### config.mk
export PLATFORM = sky130hd
export DESIGN_NAME = swtrig_inject
export DESIGN_NICKNAME = d
export VERILOG_FILES = /design/src/rtl/swtrig_pkg.sv /design/src/rtl/swtrig_cmd_reg.sv /design/src/rtl/swtrig_mux_fanout.sv /design/src/rtl/swtrig_dir_decode.sv /design/src/rtl/swtrig_inject.sv
export SDC_FILE = /design/constraint.sdc
export NUM_CORES = 1
export LEC_CHECK = 0
export ABC_AREA = 1
export ABC_CLOCK_PERIOD_IN_PS = 1800
export BUFFER_PORTS_ARGS = -buffer_cell sky130_fd_sc_hd__buf_4
export CAP_MARGIN = 10
export CORE_MARGIN = 5
export CORE_UTILIZATION = 44
export CTS_BUF_LIST = sky130_fd_sc_hd__clkbuf_4 sky130_fd_sc_hd__clkbuf_8 sky130_fd_sc_hd__clkbuf_16
export DETAILED_ROUTE_END_ITERATION = 8
export PLACE_DENSITY_LB_ADDON = 0.12
export SETUP_SLACK_MARGIN = 0.15
export SYNTH_ARGS = -nofsm -noshare
export SYNTH_HDL_FRONTEND = slang
export SYNTH_SLANG_ARGS = --single-unit
### constraint.sdc
create_clock -name clk -period 1.8 [get_ports clk]
set_input_delay 0.09 -clock clk [delete_from_list [all_inputs] [get_ports clk]]
set_output_delay 0.09 -clock clk [all_outputs]
set_load 0.01 [all_outputs]
### src/rtl/swtrig_pkg.sv
package swtrig_pkg;
  localparam int CMD_W    = 32;
  localparam int NUM_W    = 8;
  localparam int GRP_W    = 5;
  localparam int GRP_LSB  = 8;
  localparam int MODE_BIT = 29;
  localparam int SIDE_BIT = 30;
  localparam int ACT_BIT  = 31;
  localparam int DIR_BASE = 16;
  localparam int PAD_W    = MODE_BIT - (GRP_LSB + GRP_W);

  typedef struct packed {
    logic             act;
    logic             side;
    logic             edge_mode;
    logic [GRP_W-1:0] grp;
    logic [NUM_W-1:0] num;
  } swtrig_cmd_t;

  function automatic logic [CMD_W-1:0] cmd_to_word(swtrig_cmd_t c);
    return {c.act, c.side, c.edge_mode, {PAD_W{1'b0}}, c.grp, c.num};
  endfunction

  function automatic swtrig_cmd_t word_to_cmd(logic [CMD_W-1:0] w);
    swtrig_cmd_t c;
    c.act       = w[ACT_BIT];
    c.side      = w[SIDE_BIT];
    c.edge_mode = w[MODE_BIT];
    c.grp       = w[GRP_LSB +: GRP_W];
    c.num       = w[NUM_W-1:0];
    return c;
  endfunction
endpackage

### src/rtl/swtrig_cmd_reg.sv
module swtrig_cmd_reg
  import swtrig_pkg::*;
#(
  parameter int PULSE_CYCLES = 2
) (
  input  logic             clk,
  input  logic             rst_n,
  input  logic             wr_en,
  input  logic [CMD_W-1:0] wr_data,
  output swtrig_cmd_t      cmd
);
  localparam int CNT_W = (PULSE_CYCLES > 1) ? $clog2(PULSE_CYCLES) : 1;
  localparam logic [CNT_W-1:0] LAST = CNT_W'(PULSE_CYCLES - 1);

  swtrig_cmd_t      cmd_nxt;
  logic [CNT_W-1:0] cnt_q, cnt_nxt;
  logic             reg_en;
  logic             unused_pad;

  assign unused_pad = ^wr_data[MODE_BIT-1:GRP_LSB+GRP_W];
  assign reg_en     = wr_en | cmd.act;

  always_comb begin
    cmd_nxt = cmd;
    cnt_nxt = cnt_q;
    if (cmd.act) begin
      if (wr_en && !wr_data[ACT_BIT]) begin
        cmd_nxt.act = 1'b0;
      end else if (cmd.edge_mode) begin
        if (cnt_q == LAST) cmd_nxt.act = 1'b0;
        cnt_nxt = cnt_q + 1'b1;
      end
    end else if (wr_en) begin
      cmd_nxt = word_to_cmd(wr_data);
      cnt_nxt = '0;
    end
  end

  always_ff @(posedge clk or negedge rst_n) begin
    if (!rst_n) begin
      cmd   <= '0;
      cnt_q <= '0;
    end else if (reg_en) begin
      cmd   <= cmd_nxt;
      cnt_q <= cnt_nxt;
    end
  end
endmodule

### src/rtl/swtrig_mux_fanout.sv
module swtrig_mux_fanout
  import swtrig_pkg::*;
#(
  parameter int N_GRP = 2,
  parameter int N_OUT = 4,
  parameter int IN_W  = 3
) (
  input  swtrig_cmd_t                  cmd,
  input  logic [N_GRP*N_OUT*IN_W-1:0]  sel_cfg,
  output logic [N_GRP*N_OUT-1:0]       hit
);
  for (genvar g = 0; g < N_GRP; g++) begin : g_grp
    logic grp_match;
    assign grp_match = cmd.act && (cmd.grp == GRP_W'(g));
    for (genvar o = 0; o < N_OUT; o++) begin : g_out
      logic [IN_W-1:0] cfg_sel;
      logic            out_match, in_match;
      assign cfg_sel   = sel_cfg[(g*N_OUT+o)*IN_W +: IN_W];
      assign out_match = (cmd.num == NUM_W'(o));
      assign in_match  = (cmd.num == NUM_W'(cfg_sel));
      assign hit[g*N_OUT+o] = grp_match && (cmd.side ? out_match : in_match);
    end
  end
endmodule

### src/rtl/swtrig_dir_decode.sv
module swtrig_dir_decode
  import swtrig_pkg::*;
#(
  parameter int N_GRP   = 2,
  parameter int N_LINES = 4
) (
  input  swtrig_cmd_t              cmd,
  output logic [N_GRP*N_LINES-1:0] hit
);
  for (genvar d = 0; d < N_GRP; d++) begin : g_grp
    logic grp_match;
    assign grp_match = cmd.act && (cmd.grp == GRP_W'(DIR_BASE + d));
    for (genvar l = 0; l < N_LINES; l++) begin : g_line
      assign hit[d*N_LINES+l] = grp_match && (cmd.num == NUM_W'(l));
    end
  end
endmodule

### src/rtl/swtrig_inject.sv
module swtrig_inject
  import swtrig_pkg::*;
#(
  parameter int N_MUX_GRP = 2,
  parameter int MUX_INS   = 8,
  parameter int MUX_OUTS  = 4,
  parameter int N_DIR_GRP = 2,
  parameter int DIR_LINES = 4,
  parameter int IN_W      = (MUX_INS > 1) ? $clog2(MUX_INS) : 1
) (
  input  logic                              clk,
  input  logic                              rst_n,
  input  logic                              wr_en,
  input  logic [31:0]                       wr_data,
  output logic [31:0]                       rd_data,
  input  logic [N_MUX_GRP*MUX_OUTS*IN_W-1:0] mux_sel_cfg,
  input  logic [N_MUX_GRP*MUX_OUTS-1:0]     hw_mux_trig,
  input  logic [N_DIR_GRP*DIR_LINES-1:0]    hw_dir_trig,
  output logic [N_MUX_GRP*MUX_OUTS-1:0]     mux_trig_out,
  output logic [N_DIR_GRP*DIR_LINES-1:0]    dir_trig_out
);
  localparam int MUX_W = N_MUX_GRP * MUX_OUTS;
  localparam int DIR_W = N_DIR_GRP * DIR_LINES;

  swtrig_cmd_t      cmd;
  logic [MUX_W-1:0] mux_hit;
  logic [DIR_W-1:0] dir_hit;

  swtrig_cmd_reg #(.PULSE_CYCLES(2)) u_reg (
    .clk     (clk),
    .rst_n   (rst_n),
    .wr_en   (wr_en),
    .wr_data (wr_data),
    .cmd     (cmd)
  );

  swtrig_mux_fanout #(
    .N_GRP (N_MUX_GRP),
    .N_OUT (MUX_OUTS),
    .IN_W  (IN_W)
  ) u_mux (
    .cmd     (cmd),
    .sel_cfg (mux_sel_cfg),
    .hit     (mux_hit)
  );

  swtrig_dir_decode #(
    .N_GRP   (N_DIR_GRP),
    .N_LINES (DIR_LINES)
  ) u_dir (
    .cmd (cmd),
    .hit (dir_hit)
  );

  assign rd_data      = cmd_to_word(cmd);
  assign mux_trig_out = hw_mux_trig | mux_hit;
  assign dir_trig_out = hw_dir_trig | dir_hit;
endmodule

After elaboration in Yosys (flattened, before gate mapping)
Index checks and enable logic that the tools add are counted.
{"block": "classes", "add_sub_neg": 1, "bitwise": 4, "mux": 17, "eq_ne": 16, "n_reduce_logical": 27}
{"cell": "$eq 8x3->1", "count": 8}
{"cell": "$logic_and 1x1->1", "count": 21}
{"cell": "$eq 8x2->1 const B", "count": 2}
{"cell": "$mux 1", "count": 16}
{"cell": "$mux 16", "count": 1}
{"cell": "$or 8x8->8", "count": 2}
{"cell": "$eq 5x5->1 const B", "count": 2}
{"cell": "$eq 8x1->1 const B", "count": 1}
{"cell": "$logic_not 8->1", "count": 1}
{"cell": "$eq 5x1->1 const B", "count": 1}
{"cell": "$logic_not 5->1", "count": 1}
{"cell": "$ne 2x2->1 const B", "count": 2}
{"cell": "$reduce_and 4->1", "count": 1}
{"cell": "$reduce_and 3->1", "count": 1}
{"cell": "$reduce_bool 2->1", "count": 1}
{"cell": "$add 1x1->1 const B", "count": 1}
{"cell": "$logic_not 1->1", "count": 1}
{"cell": "$not 1->1", "count": 1}
{"cell": "$or 1x1->1", "count": 1}
{"block": "totals", "regBits": 17, "input_bits": 75}

Logic depth before layout (Yosys ltp)
Gate-level depths: netlist (run 1).
{"block": "depth", "depth_word": 4, "mapped_depth": 9, "depth_no_buf": 8}

Hierarchy
From an unflattened synthesis (run 1), not the netlist that was laid out.
{"block": "hier_totals", "hier_cells": 328, "hier_area_um2": 1836.8}
{"mod": "swtrig_cmd_reg", "n_inst": 1, "area_each_um2": 718.2, "seq_area_each_um2": 425.4, "cells_per_inst": 81}
{"mod": "swtrig_mux_fanout", "n_inst": 1, "area_each_um2": 646.9, "seq_area_each_um2": 0.0, "cells_per_inst": 142}
{"mod": "swtrig_inject", "n_inst": 1, "area_each_um2": 304.0, "seq_area_each_um2": 0.0, "cells_per_inst": 65}
{"mod": "swtrig_dir_decode", "n_inst": 1, "area_each_um2": 167.7, "seq_area_each_um2": 0.0, "cells_per_inst": 40}

Least setup slack after synthesis (run 1)
Ideal clock, no wire load.
{"block": "synth_timing", "kind": "register to output", "start": "register, netlist name u_reg.cmd[7]", "end": "output port dir_trig_out[0]", "t_arrival_ns": 1.137, "path_slack_ns": 0.573, "stages_incl_launch_ff": 7, "path_buffers": 1, "path_cell_list": "dfrtp_1 -> nor2_1 -> nand2_1 -> buf_2 -> nor2_1 -> inv_1 -> o21bai_1"}
{"block": "synth_via", "elab_chain_cells": 3}
{"item": "$logic_not 8->1", "line_no": "swtrig_dir_decode.sv:14", "source": "assign hit[d*N_LINES+l] = grp_match && (cmd.num == NUM_W'(l));"}
{"item": "$logic_and 1x1->1", "line_no": "swtrig_dir_decode.sv:14"}
{"item": "$or 8x8->8", "line_no": "swtrig_inject.sv:57", "source": "assign dir_trig_out = hw_dir_trig | dir_hit;"}
{"item": "end: declaration", "line_no": "swtrig_inject.sv:20", "source": "output logic [N_DIR_GRP*DIR_LINES-1:0] dir_trig_out"}
No other way between the ends.

Worst setup path after layout (run 1)
{"block": "layout_timing", "start": "register, netlist name u_reg.cmd[7]", "end": "output port mux_trig_out[3]"}
{"block": "layout_via", "elab_chain_cells": 4, "word_cells_on_any_way": 5}
{"item": "$eq 8x3->1 or $eq 8x2->1 (tied branches)", "line_no": "swtrig_mux_fanout.sv:20, swtrig_mux_fanout.sv:19"}
{"item": "$mux 1 *", "line_no": "swtrig_mux_fanout.sv:21", "source": "assign hit[g*N_OUT+o] = grp_match && (cmd.side ? out_match : in_match);"}
{"item": "$logic_and 1x1->1 *", "line_no": "swtrig_mux_fanout.sv:21"}
{"item": "$or 8x8->8 *", "line_no": "swtrig_inject.sv:56", "source": "assign mux_trig_out = hw_mux_trig | mux_hit;"}
{"item": "end: declaration", "line_no": "swtrig_inject.sv:19", "source": "output logic [N_MUX_GRP*MUX_OUTS-1:0] mux_trig_out,"}
Every way passes the cells marked *; elsewhere a longest branch is shown, timed or not.

==> results.cfg, run 1 <==
[run_status]
status = completed

[critical_path]
startpoint_type = register
path_cells = nor2_2 -> nand2_2 -> buf_6 -> nor2_4 -> nor2_2 -> nor2_1 -> nand2_1 -> nand2_1 -> buf_6
cp.required_ns = 1.71
critPathSlowestCell = dfrtp_1
cp.arrival_ns = 1.53
cp_max_fo = 6
path_delay_family = simple AND/OR/NAND/NOR gates
worst_setup_path_end_kind = output pin
slowest_delay_ns = 0.40
worstSetupPathType = register to output pin
path_buf_inv = 2

[cts]
cts_made_buffers = 3
cts_tree = built
cts-root-buf = clkbuf_8
htree_levels = 1
clock_sinks = 17
clkSlewWorstSetupHoldPaths_ns = 0.06
cts_buffer_depth = 2
clk_latency_ns = 0.25

[min_path]
min_path_type = input port to register

[pwr]
powerDensity_mw_per_mm2 = 1020
vdd_ir_drop_max_uv = 618
p_leak_nw = 1.32
power_w = 0.00255

[cells_and_area]
insertedDiodeCount = 0
multi_input_area_um2 = 983
area_growth_pct = 54.1
final_core_util_pct = 69.0
area.sequential_um2 = 430
final_cells = 403
nets = 431
fill_cells = 342
layout-drive-gt1-share_pct = 41.1

[place]
io_buffers = 90
gp_congestion = 0.788
dp_cells = 388
dp_hpwl_um = 3630
pre_cts_slack_ns = 0.368

[timing]
finalMaxSlewViolations = 0
period_needed_ns = 1.62
final.setup.tns_ns = 0
setup_viol_count_final = 0
finalHoldViolations = 0
fmax_mhz = 619
rsz0062_at_grt = yes
fin_crit_sh_pct = 89.8
fin_skew_ns = 0.00117
setup_slack_ns = 0.184

[detailed_routing]
ant_nets = 0
wl_per_cell_um = 11.6
drt_iter0_drc = 92
firstDrtPassIters = 4
dr_total_vias = 1823
drc_errors = 0
drt-total-wl_um = 4680
vias_per_cell = 4.52

[synth]
netlist_top_cells_area = dfrtp_1 (26%), nand2_1 (16%), nor2_1 (9.5%)
synth_cell_type_count = 20
avgSynthCellArea_um2 = 6.33
synthArstFlopShare_pct = 100
yosysMostFrequentCell = nand2_1
ys_seq_area_share_pct = 26.3
synth_top_area_share_pct = 26.3
synth_top_cell_by_area = dfrtp_1
synth-main-ff-cell = dfrtp_1
yosys_warnings = 0
synthesis.area_mm2 = 0.00162
ys_ff_latch = 17
synth_cells = 255
synth_edf_count = 0
netlist_top_cells_count = nand2_1 (67), nor2_1 (41), inv_1 (38)

[grt]
grt_util_all_layers_pct = 17.9
grt_pass1_wl_um = 7470
grt-ovfl-total = 0
grt_antenna_before_repair = 0
grt_pass1_vias = 1731
grt_start_max_net_pins = 23

[floorplan]
coreArea_mm2 = 0.00361
start_util_pct = 44.8
die_x_um = 70.6
io_pins = 123
rows = 22
design.die.area_mm2 = 0.00498
dieHeight_um = 70.6

[run]
max_cap_violations = 0
placed cells by master, fill, tap and decap left out, types with 5 or more instances in the layout:
cell type  synthesis  layout
buf_6              4       5
inv_1             38      34
nor2_2             0       8
a21oi_1           12      11
buf_4             17     100
dfrtp_1           17      13
nand2_1           67      66
mux2_2             8       8
o21ai_0            9       9
o21bai_1           8       8
nand4_1            5       5
conb_1             1      16
nor2_1            41      30
xor2_1             8       7
nand3_1           10       8
layout make-up:
| type | count | area share, % |
|---|---|---|
| Tap cell | 48 | 2.41 |
| Clock buffer | 4 | 1.96 |
| Multi-Input combinational cell | 189 | 39.5 |
| Sequential cell | 17 | 17.3 |
| Inverter | 39 | 5.98 |
| Timing Repair Buffer | 106 | 32.8 |
path summary, 6_finish.rpt:
path	from	endpoint	slack, ns	cells after the start
max in group asynchronous	rst_n	u_reg.cmd[3]$_DFFE_PN0P_	1.34	2
min	wr_data[12]	u_reg.cmd[12]$_DFFE_PN0P_	0.06	2
max	u_reg.cmd[7]$_DFFE_PN0P_	mux_trig_out[3]	0.18	9
min in group asynchronous	rst_n	u_reg.cnt_q$_DFFE_PN0P_	0.25	2
max reg2reg	u_reg.cmd[15]$_DFFE_PN0P_	u_reg.cmd[6]$_DFFE_PN0P_	0.49	3
min reg2reg	u_reg.cmd[13]$_DFFE_PN0P_	u_reg.cmd[15]$_DFFE_PN0P_	0.50	1
flip-flops by register name, indices dropped and copies added (netlist names):
signal,cells
u_reg.cmd,16
u_reg.cnt_q,1
what timing repair did:
item | CTS | global route
buffers inserted | 2 | 7
pin swaps | 2 | 15
resized for setup | 4 | 33
setup endpoints to repair | 11 | 16
hold endpoints to repair | 17 | 0
hold buffers | 1 | 0
gates cloned | 0 | 1
power breakdown:
part | switching [W] | total [W] | leakage [nW] | internal [W]
clock network | 0.000129 | 0.000301 | 0.0262 | 0.000172
registers | 0.000172 | 0.000713 | 0.190 | 0.000541
logic | 0.000796 | 0.00154 | 1.10 | 0.000740
per-stage QoR:
step,area (um^2),hold WS [ns]
global placement,2250,-0.0300
detailed placement,2250,-0.0325
global route,2490,0.0601
finish,2490,0.0642
floorplan,1670,-0.206
CTS,2330,0.0592
logic make-up (layout without fill, tap and decap cells):
group                  after synthesis  after routing  synth area share [%]
AO/OA/AOI/OAI                       30             30                  10.7
XOR/XNOR                             8              8                  4.34
flip-flops                          17             17                  26.3
multiplexers                         8              8                  5.58
AND/OR/NAND/NOR                    127            127                  31.8
other                                1             16                 0.232
buffers and inverters               64            149                  21.0
layer usage:
metal / share of wire, % / track usage [%]
met5: 0 / 0
met2: 47 / 28.5
met4: 1.9 / 5.64
met1: 41 / 23.0
met3: 11 / 5.82
Note: power is estimated with default switching activity, not from simulation.
==> run 2: changes to the inputs <==
--- a/config.mk
+++ b/config.mk
@@ -10,10 +10,10 @@
 export BUFFER_PORTS_ARGS = -buffer_cell sky130_fd_sc_hd__buf_4
 export CAP_MARGIN = 10
 export CORE_MARGIN = 5
-export CORE_UTILIZATION = 44
+export CORE_UTILIZATION = 30
 export CTS_BUF_LIST = sky130_fd_sc_hd__clkbuf_4 sky130_fd_sc_hd__clkbuf_8 sky130_fd_sc_hd__clkbuf_16
 export DETAILED_ROUTE_END_ITERATION = 8
-export PLACE_DENSITY_LB_ADDON = 0.12
+export PLACE_DENSITY = 0.64
 export SETUP_SLACK_MARGIN = 0.15
 export SYNTH_ARGS = -nofsm -noshare
 export SYNTH_HDL_FRONTEND = slang
==> run 2 against run 1 <==
Against the previous run:
- sequential cell count stayed put
- wire length increased by 10%
- clock power grew 2%
- non-clock buffer count stayed put
- clock skew increased by 0.0034 ns
- total power grew 2.7%
- first-iteration DRC count decreased by 53%
- global-route usage shrank 3.7 points
- combinational power grew 3%
==> results.cfg, run 2 (synthesis results as in run 1) <==
[critical_path]
slowest_delay_ns = 0.52
path_buf_inv = 2
crit_top_cell = nand2_1
cp.arrival_ns = 1.59
cp.required_ns = 1.71
worst_setup_path_end_kind = output pin
startpoint_type = register
cp_max_fo = 11
path_delay_family = flip-flops
critPathSlowestCell = dfrtp_4
path_cells = clkbuf_4 -> o21ai_0 -> nor2_1 -> nand2_1 -> nand2_1 -> nand2_1 -> nand2_1 -> buf_4
worstSetupPathType = register to output pin

[cts]
cts-root-buf = clkbuf_8
clkSlewWorstSetupHoldPaths_ns = 0.07
clock_sinks = 17
cts_tree = built
cts_made_buffers = 3
htree_levels = 1
cts_buffer_depth = 2
clk_latency_ns = 0.26

[detailed_routing]
ant_nets = 0
firstDrtPassIters = 4
drc_errors = 0
drt-total-wl_um = 5160
vias_per_cell = 4.39
drt_iter0_drc = 43
wl_per_cell_um = 12.1
dr_total_vias = 1870

[place]
dp_cells = 407
dp_hpwl_um = 4040
gp_congestion = 0.740
placed_area_mm2 = 0.00226
io_buffers = 90

[timing]
period_needed_ns = 1.68
fin_crit_sh_pct = 93.3
fin_skew_ns = 0.00454
holdWs_ns = 0.0622
final.setup.tns_ns = 0
setup_viol_count_final = 0
finalHoldViolations = 0
finalMaxSlewViolations = 0
fmax_mhz = 596
rsz0062_at_grt = yes

[run_status]
status = completed

[cells_and_area]
layout_common_cells = buf_4 (99), nand2_1 (65), inv_1 (34), nor2_1 (34), conb_1 (16)
fill_cells = 560
final_cells = 426
insertedDiodeCount = 0
layout-drive-gt1-share_pct = 40.2
nets = 432
largest_reg_flops = 16
final_common_cell = buf_4
top_register = u_reg.cmd
fin_area_mm2 = 0.00254
area_growth_pct = 57.1
largest_registers = u_reg.cmd (16), u_reg.cnt_q (1)

[pwr]
powerDensity_mw_per_mm2 = 1030
p_leak_nw = 1.34
vdd_ir_drop_max_uv = 649

[grt]
grt_antenna_before_repair = 0
grt_pass1_wl_um = 8250
grt_util_all_layers_pct = 14.2
grt_start_max_net_pins = 24
grt-ovfl-total = 0
grt_pass1_vias = 1865

[floorplan]
die_x_um = 83.4
coreArea_mm2 = 0.00517
dieHeight_um = 83.4
io_pins = 123
rows = 26
start_util_pct = 31.2
design.die.area_mm2 = 0.00695

[run]
max_cap_violations = 0

[min_path]
min_path_type = input port to register
run 2: cell types whose count changed in the layout (fill, tap and decap cells not counted), moves of 2 or more:
| cell | previous run | this run |
|---|---|---|
| buf_6 | 5 | 2 |
| nor2_2 | 8 | 5 |
| nor2_1 | 30 | 34 |
| buf_12 | 0 | 2 |
| dfrtp_2 | 4 | 2 |
run 2: cell type report:
type                       count  area [um^2]  area share, %
clock buffer                   4         48.8           1.92
inverter                      39          153           6.02
timing repair buffer         106          838           33.0
tap                           70         87.6           3.45
multi-input combinational    189          973           38.4
sequential                    17          432           17.0
timing repair inverter         1         5.00          0.197
run 2: worst reg2reg max path, cell delays in order (launching register included):
cell and delay [ns]:
dfrtp_2 0.37, inv_2 0.05, nand2_2 0.34, mux2_2 0.39
run 2: timing repair:
action | 4_1_cts | 5_1_grt
buffers inserted | 4 | 9
pin swaps | 7 | 17
cloned | 1 | 0
endpoints found under the hold margin | 17 | 0
gates resized for setup | 13 | 19
hold buffers | 1 | 0
setup endpoints to repair | 16 | 16
run 2: per-layer routing:
metal	vias to the layer above	share of wire, %	track usage, %
li1	951	-	-
met1	828	41	16.2
met2	86	46	24.1
met3	5	12	6.04
met4	0	1.1	4.01
met5	-	0	0
run 2: path summary, 6_finish.rpt:
check | from | endpoint | slack [ns] | depth (start not counted)
setup / recovery | u_reg.cmd[1]$_DFFE_PN0P_ | mux_trig_out[0] | 0.12 | 8
hold / removal | wr_data[29] | u_reg.cmd[13]$_DFFE_PN0P_ | 0.06 | 2
setup reg to reg | u_reg.cmd[15]$_DFFE_PN0P_ | u_reg.cmd[5]$_DFFE_PN0P_ | 0.53 | 3
hold reg to reg | u_reg.cmd[13]$_DFFE_PN0P_ | u_reg.cmd[15]$_DFFE_PN0P_ | 0.52 | 1
max in group asynchronous | rst_n | u_reg.cmd[1]$_DFFE_PN0P_ | 1.35 | 2
min in group asynchronous | rst_n | u_reg.cmd[11]$_DFFE_PN0P_ | 0.23 | 2
run 2: metrics by stage:
stage	setup WS [ns]	power (W)	utilization (%)
after global routing	0.0144	0.00285	49.1
after detailed placement	0.219	0.00198	43.6
after global placement	0.246	0.00196	43.6
final	0.121	0.00262	49.1
after CTS	0.137	0.00242	46.3
after floorplan	0.573	0.00155	-
run 2: report_power, final:
| part | leakage, nW | total [W] | internal [W] | switching [W] |
|---|---|---|---|---|
| clock network | 0.0262 | 0.000307 | 0.000172 | 0.000134 |
| logic | 1.12 | 0.00158 | 0.000780 | 0.000804 |
| registers | 0.191 | 0.000729 | 0.000543 | 0.000186 |
| total | 1.34 | 0.00262 | 0.00150 | 0.00112 |
